## config.mk

```make
export PLATFORM = sky130hd
export DESIGN_NAME = exc_regs_unit
export DESIGN_NICKNAME = d
export VERILOG_FILES = /design/src/rtl/exc_pkg.sv /design/src/rtl/exc_status_reg.sv /design/src/rtl/exc_cause_reg.sv /design/src/rtl/exc_addr_regs.sv /design/src/rtl/exc_regs_unit.sv
export SDC_FILE = /design/constraint.sdc
export NUM_CORES = 1
export LEC_CHECK = 0
export ABC_CLOCK_PERIOD_IN_PS = 3540
export BUFFER_PORTS_ARGS = -buffer_cell sky130_fd_sc_hd__buf_4
export CAP_MARGIN = 20
export CELL_PAD_IN_SITES_DETAIL_PLACEMENT = 1
export CELL_PAD_IN_SITES_GLOBAL_PLACEMENT = 1
export CORE_MARGIN = 1.5
export CORE_UTILIZATION = 30
export DETAILED_ROUTE_END_ITERATION = 6
export GPL_ROUTABILITY_DRIVEN = 0
export PLACE_DENSITY_LB_ADDON = 0.3
export SKIP_CTS_REPAIR_TIMING = 1
export SYNTH_ARGS = -nofsm -noshare
export SYNTH_HDL_FRONTEND = slang
export SYNTH_SLANG_ARGS = --single-unit
```

## constraint.sdc

```tcl
create_clock -name clk -period 3.54 [get_ports clk]
set_input_delay 0.354 -clock clk [delete_from_list [all_inputs] [get_ports clk]]
set_output_delay 0.354 -clock clk [all_outputs]
set_load 0.05 [all_outputs]
```

## src/rtl/exc_pkg.sv

```systemverilog
package exc_pkg;
    typedef enum logic [1:0] {
        SEL_STATUS  = 2'd0,
        SEL_CAUSE   = 2'd1,
        SEL_EPC     = 2'd2,
        SEL_BADADDR = 2'd3
    } reg_sel_e;

    typedef enum logic [1:0] {
        MODE_HOLD,
        MODE_PUSH,
        MODE_POP,
        MODE_LOAD
    } mode_op_e;

    localparam int STACK_W = 6;
    localparam int MASK_LO = 8;
    localparam int PEND_LO = 8;
    localparam int CODE_LO = 2;
endpackage

```

## src/rtl/exc_status_reg.sv

```systemverilog
module exc_status_reg
    import exc_pkg::*;
#(
    parameter int LEVELS = 8
) (
    input  logic               clk,
    input  logic               rst_n,
    input  logic               exc_req_i,
    input  logic               rfe_i,
    input  logic               wr_en_i,
    input  logic [LEVELS-1:0]  wr_mask_i,
    input  logic [STACK_W-1:0] wr_stack_i,
    output logic [LEVELS-1:0]  mask_o,
    output logic [STACK_W-1:0] stack_o
);
    mode_op_e           op;
    logic [LEVELS-1:0]  mask_q;
    logic [STACK_W-1:0] stack_q;

    always_comb begin
        if (exc_req_i)    op = MODE_PUSH;
        else if (rfe_i)   op = MODE_POP;
        else if (wr_en_i) op = MODE_LOAD;
        else              op = MODE_HOLD;
    end

    always_ff @(posedge clk or negedge rst_n) begin
        if (!rst_n) begin
            mask_q  <= '0;
            stack_q <= '0;
        end else begin
            unique case (op)
                MODE_PUSH: stack_q <= {stack_q[STACK_W-3:0], 2'b00};
                MODE_POP:  stack_q <= {stack_q[STACK_W-1 -: 2], stack_q[STACK_W-1:2]};
                MODE_LOAD: begin
                    mask_q  <= wr_mask_i;
                    stack_q <= wr_stack_i;
                end
                default: ;
            endcase
        end
    end

    always_comb begin
        mask_o  = mask_q;
        stack_o = stack_q;
    end
endmodule

```

## src/rtl/exc_cause_reg.sv

```systemverilog
module exc_cause_reg #(
    parameter int HW_IRQS = 6,
    parameter int SW_IRQS = 2,
    parameter int CODE_W  = 4
) (
    input  logic               clk,
    input  logic               rst_n,
    input  logic               exc_req_i,
    input  logic [CODE_W-1:0]  code_i,
    input  logic [HW_IRQS-1:0] irq_i,
    input  logic               wr_en_i,
    input  logic [HW_IRQS-1:0] wr_hw_i,
    input  logic [SW_IRQS-1:0] wr_sw_i,
    output logic [HW_IRQS-1:0] hw_pend_o,
    output logic [SW_IRQS-1:0] sw_pend_o,
    output logic [CODE_W-1:0]  code_o
);
    logic               wr_eff;
    logic [SW_IRQS-1:0] sw_q;
    logic [CODE_W-1:0]  code_q;

    assign wr_eff = wr_en_i & ~exc_req_i;

    for (genvar g = 0; g < HW_IRQS; g++) begin : g_level
        logic flag_q;
        always_ff @(posedge clk or negedge rst_n) begin
            if (!rst_n)                     flag_q <= 1'b0;
            else if (irq_i[g])              flag_q <= 1'b1;
            else if (wr_eff && !wr_hw_i[g]) flag_q <= 1'b0;
        end
        assign hw_pend_o[g] = flag_q;
    end

    always_ff @(posedge clk or negedge rst_n) begin
        if (!rst_n) begin
            sw_q   <= '0;
            code_q <= '0;
        end else begin
            if (wr_eff)    sw_q   <= wr_sw_i;
            if (exc_req_i) code_q <= code_i;
        end
    end

    assign sw_pend_o = sw_q;
    assign code_o    = code_q;
endmodule

```

## src/rtl/exc_addr_regs.sv

```systemverilog
module exc_addr_regs #(
    parameter int ADDR_W = 32
) (
    input  logic              clk,
    input  logic              rst_n,
    input  logic              exc_req_i,
    input  logic [ADDR_W-1:0] pc_next_i,
    input  logic              bad_vld_i,
    input  logic [ADDR_W-1:0] bad_addr_i,
    input  logic              epc_we_i,
    input  logic [ADDR_W-1:0] wr_data_i,
    output logic [ADDR_W-1:0] epc_o,
    output logic [ADDR_W-1:0] bad_o
);
    logic [ADDR_W-1:0] epc_q, bad_q;

    always_ff @(posedge clk or negedge rst_n) begin
        if (!rst_n) begin
            epc_q <= '0;
            bad_q <= '0;
        end else begin
            if (exc_req_i)     epc_q <= pc_next_i - ADDR_W'(4);
            else if (epc_we_i) epc_q <= wr_data_i;
            if (exc_req_i && bad_vld_i) bad_q <= bad_addr_i;
        end
    end

    assign epc_o = epc_q;
    assign bad_o = bad_q;
endmodule

```

## src/rtl/exc_regs_unit.sv

```systemverilog
module exc_regs_unit
    import exc_pkg::*;
#(
    parameter int ADDR_W  = 32,
    parameter int HW_IRQS = 6,
    parameter int SW_IRQS = 2,
    parameter int CODE_W  = 4
) (
    input  logic               clk,
    input  logic               rst_n,
    input  logic               exc_req_i,
    input  logic [CODE_W-1:0]  exc_code_i,
    input  logic [ADDR_W-1:0]  pc_next_i,
    input  logic               bad_vld_i,
    input  logic [ADDR_W-1:0]  bad_addr_i,
    input  logic               rfe_i,
    input  logic [HW_IRQS-1:0] irq_i,
    input  logic               sw_we_i,
    input  logic [1:0]         sw_sel_i,
    input  logic [ADDR_W-1:0]  sw_wdata_i,
    input  logic [1:0]         rd_sel_i,
    output logic [ADDR_W-1:0]  rd_data_o,
    output logic               irq_take_o
);
    localparam int LEVELS = HW_IRQS + SW_IRQS;

    logic [LEVELS-1:0]  mask_w;
    logic [STACK_W-1:0] stack_w;
    logic [HW_IRQS-1:0] hw_pend_w;
    logic [SW_IRQS-1:0] sw_pend_w;
    logic [CODE_W-1:0]  code_w;
    logic [ADDR_W-1:0]  epc_w, bad_w;
    logic               wr_status, wr_cause, wr_epc;

    assign wr_status = sw_we_i && (sw_sel_i == SEL_STATUS);
    assign wr_cause  = sw_we_i && (sw_sel_i == SEL_CAUSE);
    assign wr_epc    = sw_we_i && (sw_sel_i == SEL_EPC);

    exc_status_reg #(.LEVELS(LEVELS)) u_status (
        .clk        (clk),
        .rst_n      (rst_n),
        .exc_req_i  (exc_req_i),
        .rfe_i      (rfe_i),
        .wr_en_i    (wr_status),
        .wr_mask_i  (sw_wdata_i[MASK_LO +: LEVELS]),
        .wr_stack_i (sw_wdata_i[STACK_W-1:0]),
        .mask_o     (mask_w),
        .stack_o    (stack_w)
    );

    exc_cause_reg #(.HW_IRQS(HW_IRQS), .SW_IRQS(SW_IRQS), .CODE_W(CODE_W)) u_cause (
        .clk        (clk),
        .rst_n      (rst_n),
        .exc_req_i  (exc_req_i),
        .code_i     (exc_code_i),
        .irq_i      (irq_i),
        .wr_en_i    (wr_cause),
        .wr_hw_i    (sw_wdata_i[PEND_LO + SW_IRQS +: HW_IRQS]),
        .wr_sw_i    (sw_wdata_i[PEND_LO +: SW_IRQS]),
        .hw_pend_o  (hw_pend_w),
        .sw_pend_o  (sw_pend_w),
        .code_o     (code_w)
    );

    exc_addr_regs #(.ADDR_W(ADDR_W)) u_addr (
        .clk        (clk),
        .rst_n      (rst_n),
        .exc_req_i  (exc_req_i),
        .pc_next_i  (pc_next_i),
        .bad_vld_i  (bad_vld_i),
        .bad_addr_i (bad_addr_i),
        .epc_we_i   (wr_epc),
        .wr_data_i  (sw_wdata_i),
        .epc_o      (epc_w),
        .bad_o      (bad_w)
    );

    always_comb begin
        rd_data_o = '0;
        unique case (rd_sel_i)
            SEL_STATUS: begin
                rd_data_o[MASK_LO +: LEVELS] = mask_w;
                rd_data_o[STACK_W-1:0]       = stack_w;
            end
            SEL_CAUSE: begin
                rd_data_o[PEND_LO +: LEVELS] = {hw_pend_w, sw_pend_w};
                rd_data_o[CODE_LO +: CODE_W] = code_w;
            end
            SEL_EPC:     rd_data_o = epc_w;
            SEL_BADADDR: rd_data_o = bad_w;
            default:     rd_data_o = '0;
        endcase
    end

    assign irq_take_o = stack_w[0] & (|({hw_pend_w, sw_pend_w} & mask_w));
endmodule

```

==> qor.yml, run 1 <==
drt_first_pass_iters: 4
core_area_sq_um: 16600
peakVddDrop_v: 0.000237
pwr-share-clk_pct: 33.5
seqPwrFrac_pct: 41.2
fmax_mhz: 460
p_int_w: 0.00211
dieArea_sq_um: 17700
worstPathRequired_ns: 3.81
root_buffer: "clkbuf_16"
ys.flop_type: "dfrtp_1"
p_switching_w: 0.000891
syn_inst: 453
worstHoldEndpoint: "u_cause.g_level[4].flag_q"
reg2reg_from: "u_status.stack_o[3]"
synth_top_area_share_pct: 44.3
antenna_found_initial: 0
max_stage_delay_ns: 0.68
die_height_um: 133
crit_type: "in2reg"
vias: 4189
drv_cap: 0
syn_to_final_growth_pct: 32.4
synth_top_area_cell: "dfrtp_1"
synth_common_cells: "dfrtp_1 (90), mux2_2 (72), mux2i_1 (35)"
slew_headroom_pct: 46.6
r2r_slack_ns: 2.47
syn_area_per_cell_sq_um: 11.2
clk_pin_slew_ns: 0.06
r2r-end: "u_status.stack_o[3]"
post-route-min-period_ns: 2.17
layout.nets: 706
synthAdderAreaFrac_pct: 0.246
synthArstFlopShare_pct: 100
yosysSeqAreaShare_pct: 44.3
synth-compound-area-share_pct: 8.93
worstPathArrival_ns: 2.45
syn_area_sq_um: 5090
swShare_pct: 29.7
dp_hpwl_um: 11700
power_density_nw_per_um2: 446
hold_violations: 0
fin_cells: 813
synthDistinctLibCells: 48
drt-initial-drc-count: 144
worstPathMaxFanout: 13
placed_cells: 797
io_pins: 149
post-route-period-util_pct: 61.4
cp_top_family: "simple AND/OR/NAND/NOR gates"
die_x_um: 133
synth_seq_cells: 90
drc: 0
cts_buffers: 9
fin_area_sq_um: 6740
cts_tree: "done"
ff2ff_path_depth: 3
cp-start-kind: "input port"
cp_num_buf_inv: 1
grt_pass1_vias: 4622
portBuffers: 148
diodes: 0
viasPerCell: 5.15
synthSimpleGateAreaFrac_pct: 13.6
drive_gt1_share_pct: 43.3
worst_slew_pin_slew_ns: 0.797
clockBufferDepth: 2
synth_warnings: 0
whs_path_depth: 2
cts_sinks: 90
initial_core_util_pct: 30.7
slew_violations: 0
routedWlPerCell_um: 19.9
grt_pass1_wl_um: 25600
cp_common_cell: "or4_1"
crit_chain: "buf_4 > or4_1 > or4_4 > or4_1 > a31oi_1"
place_area_sq_um: 6420
combPwrFrac_pct: 25.3
wl_um: 16100
synth_mux_area_share_pct: 28.1
rsz0062_at_grt: "false"
synthesis.nets: 570
worstHoldPathType: "in2reg"
grt_max_degree: 67
yosysMostFrequentCell: "dfrtp_1"
synth_xor_area_share_pct: 1.72
hold_start: "irq_i[4]"
grt_usage_pct: 18.9
leakage_nw: 2.96
row_count: 47
crit_slowest_cell: "or4_1"
pre_cts_ws_ns: 1.00
synthTopCellsByArea: "dfrtp_1 (44%), mux2_2 (16%), mux2i_1 (6.9%), mux4_2 (5.3%), o21ai_0 (3.0%)"
htree_num_levels: 3
outcome: "completed"
end_kind: "flip-flop"
ant_nets: 0
setup_violations: 0
p_total_w: 0.00300
gr-total-overflow: 0
setup_ws_ns: 1.37
synth-edff-count: 0
finalSetupTns_ns: 0
clk_latency_ns: 0.35
synth_top_family_by_area: "multiplexers"
fin_skew_ns: 0.00107
==> worst max path at each step <==
stage,from,to,slack [ns],cells past startpoint
finish,pc_next_i[2],u_addr.epc_o[31],1.37,5
global route,pc_next_i[2],u_addr.epc_o[20],1.19,7
CTS,pc_next_i[2],u_addr.epc_o[19],1.37,5
detailed placement,pc_next_i[2],u_addr.epc_o[19],1.00,5
global placement,pc_next_i[2],u_addr.epc_o[31],1.03,5
floorplan,rd_sel_i[0],rd_data_o[27],1.23,4
==> worst reg2reg max path: cells and delay by family, from the launching register on <==
family,cells,cell delay [ns]
multiplexers,2,0.44
flip-flops,1,0.42
AO/OA/AOI/OAI,1,0.09
==> per-stage QoR <==
stage / hold slack (ns) / utilization [%]
finish: 0.200 / 40.6
global route: 0.203 / 40.6
CTS: -0.114 / 40.6
detailed placement: 0.264 / 38.7
global placement: 0.485 / 38.6
floorplan: 0.0584 / -
==> sequential cells by signal (all words and copies together), names as in the netlist <==
| name | cells |
|---|---|
| u_addr.bad_o | 32 |
| u_status.mask_o | 8 |
| u_cause.code_o | 4 |
| u_addr.epc_o | 32 |
| u_cause.sw_pend_o | 2 |
| u_status.stack_o | 6 |
| u_cause.g_level.flag_q | 6 |
==> power groups by stage <==
stage	logic, W	registers, W	clock network (W)
finish	0.000759	0.00124	0.00101
global route	0.000817	0.00126	0.00106
CTS	0.000769	0.00124	0.00103
detailed placement	0.000766	0.00126	0
global placement	0.000743	0.00125	0
floorplan	0.000496	0.00122	0
==> final cells by class <==
cell class                 count  area [sq um]
clock buffer                  13           270
clock inverter                 2          35.0
fill                        1866          9850
inverter                       8          30.0
multi-input combinational    324          2680
sequential                    90          2250
tap                          220           275
timing repair buffer         156          1190
==> logic make-up after synthesis <==
kind of cell,after synthesis
buffers and inverters,39
DFF,90
muxes,119
AOI/OAI and AO/OA,71
and+or+nand+nor,123
adders and majority gates,1
xor gates and xnor gates,10
==> routing by layer <==
| metal | track usage, % | vias to the layer above | wire (um) |
|---|---|---|---|
| met1 | 24.3 | 2101 | 7110 |
| met4 | 7.67 | 0 | 416 |
| met2 | 31.2 | 116 | 7800 |
| met3 | 3.69 | 23 | 821 |
| li1 | - | 1949 | - |
| met5 | 0 | - | 0 |
==> cell usage in the layout, fill, tap and decap left out, types with 3 or more instances in the layout <==
cell type  count
or4_1         10
inv_1          7
or3_1          5
a211oi_1       3
clkbuf_16      9
o31ai_1        8
o311a_1        3
nor3_1         4
a31oi_1       10
nor4_1        10
buf_4        154
xor2_1         6
and2_1         3
clkbuf_8       3
mux4_2        12
dfrtp_1       90
nor2b_1       20
a22oi_1        5
nand3_1        3
nand4_1        4
xnor2_1        4
nand2b_1       9
nand2_1       25
nor2_1        19
mux2i_1       35
mux2_2        72
o21ai_0       30
Note: power is estimated with default switching activity, not from simulation.
==> inputs of run 2 (changes only) <==
- ABC_AREA: default -> 1
- ABC_CLOCK_PERIOD_IN_PS: 3540 -> 1800
- clock period: 3.54 -> 1.8 ns (I/O delays scaled with it)
==> run 2 against run 1 <==
Net effect: global-route usage grew 2.7 points; critical path depth unchanged; clock skew is 0.0010 ns higher; worst hold slack got worse by 0.17 ns; total power grew 97%; largest cell class unchanged.
==> qor.yml, run 2 <==
ant_nets: 0  # unchanged
whs_path_depth: 3  # +1
outcome: "completed"
slew_violations: 0  # unchanged
syn_inst: 666  # +47%
p_switching_w: 0.00185  # +110%
synthTopCellsByArea: "dfrtp_1 (43%), nand2_1 (14%), mux2_2 (6.9%), inv_1 (5.7%), nor2_1 (4.1%)"
drive_gt1_share_pct: 28.8  # -15 points
wl_um: 19000  # +18%
fmax_mhz: 584
yosysMostFrequentCell: "nand2_1"
grt_pass1_wl_um: 30100  # +18%
layout_commonest_cell: "nand2_1"
hold_violations: 0  # unchanged
dp_hpwl_um: 15100  # +29%
die_height_um: 135  # +1.1%
startpoint: "u_status.mask_o[5]"
leakage_nw: 3.47  # +17%
worstHoldEndpoint: "u_cause.g_level[4].flag_q"
reg2reg_from: "u_addr.epc_o[18]"
setup_violations: 0  # unchanged
finish.utilization_pct: 41.6  # +0.97 points
power_density_nw_per_um2: 848  # +90%
grt_pass1_vias: 5720  # +24%
combPwrFrac_pct: 25.8  # +0.5 points
cts_buffers: 9  # unchanged
root_buffer: "clkbuf_16"
worst_slew_pin_slew_ns: 0.494  # -0.303 ns
clk_latency_ns: 0.34  # about the same
final_cell_mix: "nand2_1 (200), buf_4 (164), dfrtp_1 (90), inv_1 (79), nor2_1 (57)"
grt_usage_pct: 21.5  # +2.7 points
die_x_um: 135  # +1.1%
synth_common_cells: "nand2_1 (200), dfrtp_1 (90), inv_1 (79)"
viasPerCell: 4.94  # -4.1%
gr-total-overflow: 0  # unchanged
portBuffers: 148  # unchanged
synthArstFlopShare_pct: 100  # unchanged
cts_sinks: 90  # unchanged
drc: 0  # unchanged
fin_area_sq_um: 6970  # +3.5%
synth_warnings: 0  # unchanged
htree_num_levels: 3  # unchanged
placed_cells: 1031  # +29%
io_pins: 149  # unchanged
synth-edff-count: 0  # unchanged
syn_area_per_cell_sq_um: 7.82  # -30%
synth_seq_cells: 90  # unchanged
clk_pin_slew_ns: 0.06  # about the same
initial_core_util_pct: 31.1  # +0.39 points
synthDistinctLibCells: 35  # -27%
syn_area_sq_um: 5210  # +2.4%
pwr-share-clk_pct: 32.9  # -0.6 points
dieArea_sq_um: 18200  # +2.3%
vias: 5171  # +23%
crit_type: "reg2out"
seqPwrFrac_pct: 41.3  # about the same
worstPathRequired_ns: 1.62  # -2.19 ns
end_kind: "primary output"
fin_skew_ns: 0.00212  # +0.00105 ns
grt_max_degree: 35  # -48%
synthesis.nets: 783  # +37%
drv_cap: 0  # unchanged
clockBufferDepth: 2  # unchanged
r2r-end: "u_addr.epc_o[18]"
worstPathMaxFanout: 3  # -10
peakVddDrop_v: 0.000377  # +59%
cp-start-kind: "flip-flop"
cts_tree: "done"
fin_cells: 1047  # +29%
swShare_pct: 31.2  # +1.6 points
ff2ff_path_depth: 3  # unchanged
layout.nets: 940  # +33%
place_area_sq_um: 6650  # +3.5%
yosysSeqAreaShare_pct: 43.2  # -1.0 points
post-route-min-period_ns: 1.71
core_area_sq_um: 16800  # +1.1%
ys.flop_type: "dfrtp_1"
antenna_found_initial: 0  # unchanged
synth_top_area_share_pct: 43.2  # -1.0 points
p_int_w: 0.00406  # +92%
rsz0062_at_grt: "false"
hold_start: "irq_i[4]"
drt_first_pass_iters: 4  # unchanged
drt-initial-drc-count: 222  # +54%
slew_headroom_pct: 67.1  # +21 points
diodes: 0  # unchanged
worstHoldPathType: "in2reg"
worstPathArrival_ns: 1.53  # -0.92 ns
routedWlPerCell_um: 18.2  # -8.5%
row_count: 47  # unchanged
post-route-period-util_pct: 95.1
syn_to_final_growth_pct: 33.9
synth_top_area_cell: "dfrtp_1"
r2r_slack_ns: 0.89  # -1.58 ns
[run 2: how the worst max path moves through the flow]
| stage | to | slack, ns | depth (start not counted) |
|---|---|---|---|
| after detailed placement | u_addr.epc_o[12] | 0.17 | 8 |
| after floorplan | rd_data_o[19] | 0.0007 | 4 |
| after global placement | rd_data_o[8] | 0.23 | 8 |
| after CTS | rd_data_o[2] | -0.03 | 3 |
| after global routing | irq_take_o | 0.03 | 5 |
| final | irq_take_o | 0.09 | 5 |
[run 2: critical path, cell delays in order, from the launching register on]
cell and delay, ns:
dfrtp_1 0.40, nand2_1 0.08, nand2_1 0.05, a221oi_1 0.30
a21oi_1 0.14, buf_4 0.21
[run 2: metrics by stage]
step	hold WS, ns	worst slack [ns]	setup TNS, ns	total power, W
6_report	0.0305	0.0890	0	0.00591
5_1_grt	0.0387	0.0321	0	0.00617
4_1_cts	-0.180	-0.0264	-0.0264	0.00595
3_5_place_dp	0.180	0.173	0	0.00400
3_3_place_gp	0.180	0.232	0	0.00395
2_1_floorplan	-0.116	0.000659	0	0.00332
[run 2: logic make-up after synthesis]
family | synth area share (%)
AO/OA/AOI/OAI | 12.7
XOR/XNOR | 1.68
adder cells (fa/ha/maj) | 0.240
buffers and inverters | 8.00
flip-flops | 43.2
multiplexers | 6.92
AND/OR/NAND/NOR | 27.2
[run 2: cell type report]
| cell class | instances | area, sq um |
|---|---|---|
| inverter | 83 | 312 |
| tap | 220 | 275 |
| timing repair buffer | 167 | 1280 |
| sequential | 90 | 2250 |
| multi-input combinational | 472 | 2540 |
| clock inverter | 2 | 35.0 |
| clock buffer | 13 | 270 |
| fill | 2063 | 9790 |
[run 2: per-layer routing]
| layer | track usage [%] | wire (um) | part of all wire (%) | up-vias |
|---|---|---|---|---|
| li1 | - | - | - | 2476 |
| met1 | 28.7 | 8350 | 44 | 2527 |
| met2 | 35.9 | 9210 | 48 | 138 |
| met3 | 2.33 | 995 | 5.2 | 30 |
| met4 | 8.48 | 449 | 2.4 | 0 |
| met5 | 0 | 0 | 0 | - |
[run 2: power groups by stage]
stage	sequential (W)	clock [W]	combinational, W
after CTS	0.00244	0.00198	0.00153
after global placement	0.00246	0	0.00149
final	0.00244	0.00194	0.00152
after global routing	0.00248	0.00205	0.00165
after floorplan	0.00241	0	0.000903
after detailed placement	0.00248	0	0.00152
==> inputs of run 3 (changes only) <==
- CELL_PAD_IN_SITES_DETAIL_PLACEMENT: 1 -> default
- CELL_PAD_IN_SITES_GLOBAL_PLACEMENT: 1 -> default
==> run 3 against run 2 <==
Net effect: final cell count stayed put; via count decreased by 3.4%; clock skew grew 0.0025 ns; critical path depth fell by 1; final area up 0.48%; sequential power hardly changed; global-route usage shrank 1.7 points; routed wire length shrank 7.5%; count of clock-buffer cells in the layout shrank 3.
==> qor.yml, run 3 (synthesis results as in run 2) <==
hold_violations: 0  # unchanged
worstPathArrival_ns: 1.53  # about the same
portBuffers: 148  # unchanged
core_area_sq_um: 16800  # unchanged
busiest_layer: "met2"
fin_hold_ws_ns: 0.0113  # -0.0193 ns
drt_first_pass_iters: 5  # +1
crit_type: "reg2out"
dp_hpwl_um: 13900  # -8.1%
cts_buffers: 9  # unchanged
placed_cells: 1031  # unchanged
fmax_mhz: 586  # +0.24%
place_area_sq_um: 6660  # +0.19%
cts_sinks: 90  # unchanged
grt_max_degree: 37  # +5.7%
drv_cap: 0  # unchanged
setup_violations: 0  # unchanged
multi_input_area_sq_um: 2540  # -0.25%
finalSetupTns_ns: 0  # unchanged
rsz0062_at_grt: "false"
die_height_um: 135  # unchanged
die_x_um: 135  # unchanged
fin_skew_ns: 0.00464  # +0.00252 ns
ff2ff_path_depth: 3  # unchanged
worstPathMaxFanout: 2  # -1
fill_cells: 1738  # -16%
cp-start-kind: "flip-flop"
syn_to_final_growth_pct: 34.5
clk_latency_ns: 0.35  # about the same
gr-total-overflow: 0  # unchanged
initial_core_util_pct: 31.1  # unchanged
peakVddDrop_v: 0.000393  # +4.2%
final_cell_mix: "nand2_1 (200), buf_4 (163), dfrtp_1 (90), inv_1 (79), nor2_1 (57)"
whs_path_depth: 3  # unchanged
slew_headroom_pct: 67.7  # +0.63 points
clockBufferDepth: 2  # unchanged
diodes: 0  # unchanged
met1_usage_pct: 28.8  # +0.091 points
area.sequential_sq_um: 2250  # unchanged
root_buffer: "clkbuf_16"
worst_slew_pin_slew_ns: 0.483  # -0.0107 ns
fin_area_sq_um: 7000  # +0.48%
end_kind: "primary output"
clk_pin_slew_ns: 0.06  # about the same
worstHoldPathType: "in2reg"
cts_tree: "done"
wl_um: 17600  # -7.5%
row_count: 47  # unchanged
htree_num_levels: 3  # unchanged
viasPerCell: 4.77  # -3.4%
dieArea_sq_um: 18200  # unchanged
grt_pass1_vias: 4847  # -15%
met3_usage_pct: 2.25  # -0.075 points
power_density_nw_per_um2: 872  # +2.9%
post-route-min-period_ns: 1.71  # -0.00417 ns
ant_nets: 0  # unchanged
finish.utilization_pct: 41.8  # +0.20 points
drt-initial-drc-count: 311  # +40%
antenna_found_initial: 0  # unchanged
leakage_nw: 3.48  # +0.41%
outcome: "completed"
slew_violations: 0  # unchanged
grt_usage_pct: 19.8  # -1.7 points
routedWlPerCell_um: 16.8  # -7.5%
post-route-period-util_pct: 94.8  # -0.23 points
io_pins: 149  # unchanged
vias: 4997  # -3.4%
layout_commonest_cell: "nand2_1"
drive_gt1_share_pct: 28.7  # -0.12 points
grt_pass1_wl_um: 27100  # -10%
fin_cells: 1047  # unchanged
drc: 0  # unchanged
layout.nets: 940  # unchanged
use_met2_pct: 31.1  # -4.8 points
worstPathRequired_ns: 1.62  # about the same
==> run 3: path summary, 6_finish.rpt <==
check                             startpoint                        end  slack (ns)
setup / recovery           u_cause.code_o[0]               rd_data_o[2]        0.09
hold / removal                      irq_i[1]  u_cause.g_level[1].flag_q        0.01
setup reg to reg            u_addr.epc_o[18]           u_addr.epc_o[18]        0.91
hold reg to reg            u_cause.code_o[1]          u_cause.code_o[1]        0.48
max in group asynchronous              rst_n            u_addr.bad_o[3]        0.93
min in group asynchronous              rst_n           u_addr.bad_o[17]        0.32
==> run 3: critical path, stage by stage, from the launching register on <==
cell and delay, ns:
dfrtp_1 0.40, a221oi_1 0.32, buf_4 0.18, a22oi_1 0.08, buf_4 0.20
==> run 3: per-stage QoR <==
| stage | total power (W) | setup slack, ns |
|---|---|---|
| after floorplan | 0.00332 | 0.000659 |
| after detailed placement | 0.00398 | 0.255 |
| after global placement | 0.00397 | 0.230 |
| after global routing | 0.00636 | 0.0670 |
| final | 0.00611 | 0.0932 |
| after CTS | 0.00615 | 0.0843 |
==> run 3: cell type report <==
cell class,count,share of cell area (%)
flip-flops and latches,90,32.2
repair buffers,167,18.5
multi-input cells,472,36.2
clock inverters,5,1.48
clock buffers,10,3.27
well taps,220,3.93
inverters,83,4.45
==> run 3: power by group <==
| group | internal (W) | switching [W] |
|---|---|---|
| Combinational | 0.000606 | 0.000898 |
| Clock | 0.00135 | 0.000816 |
| Sequential | 0.00228 | 0.000161 |
==> run 3: routing by layer <==
| layer | up-vias | wire [um] |
|---|---|---|
| li1 | 2483 | - |
| met1 | 2359 | 8500 |
| met2 | 136 | 8060 |
| met3 | 19 | 753 |
| met4 | 0 | 256 |
| met5 | - | 0 |
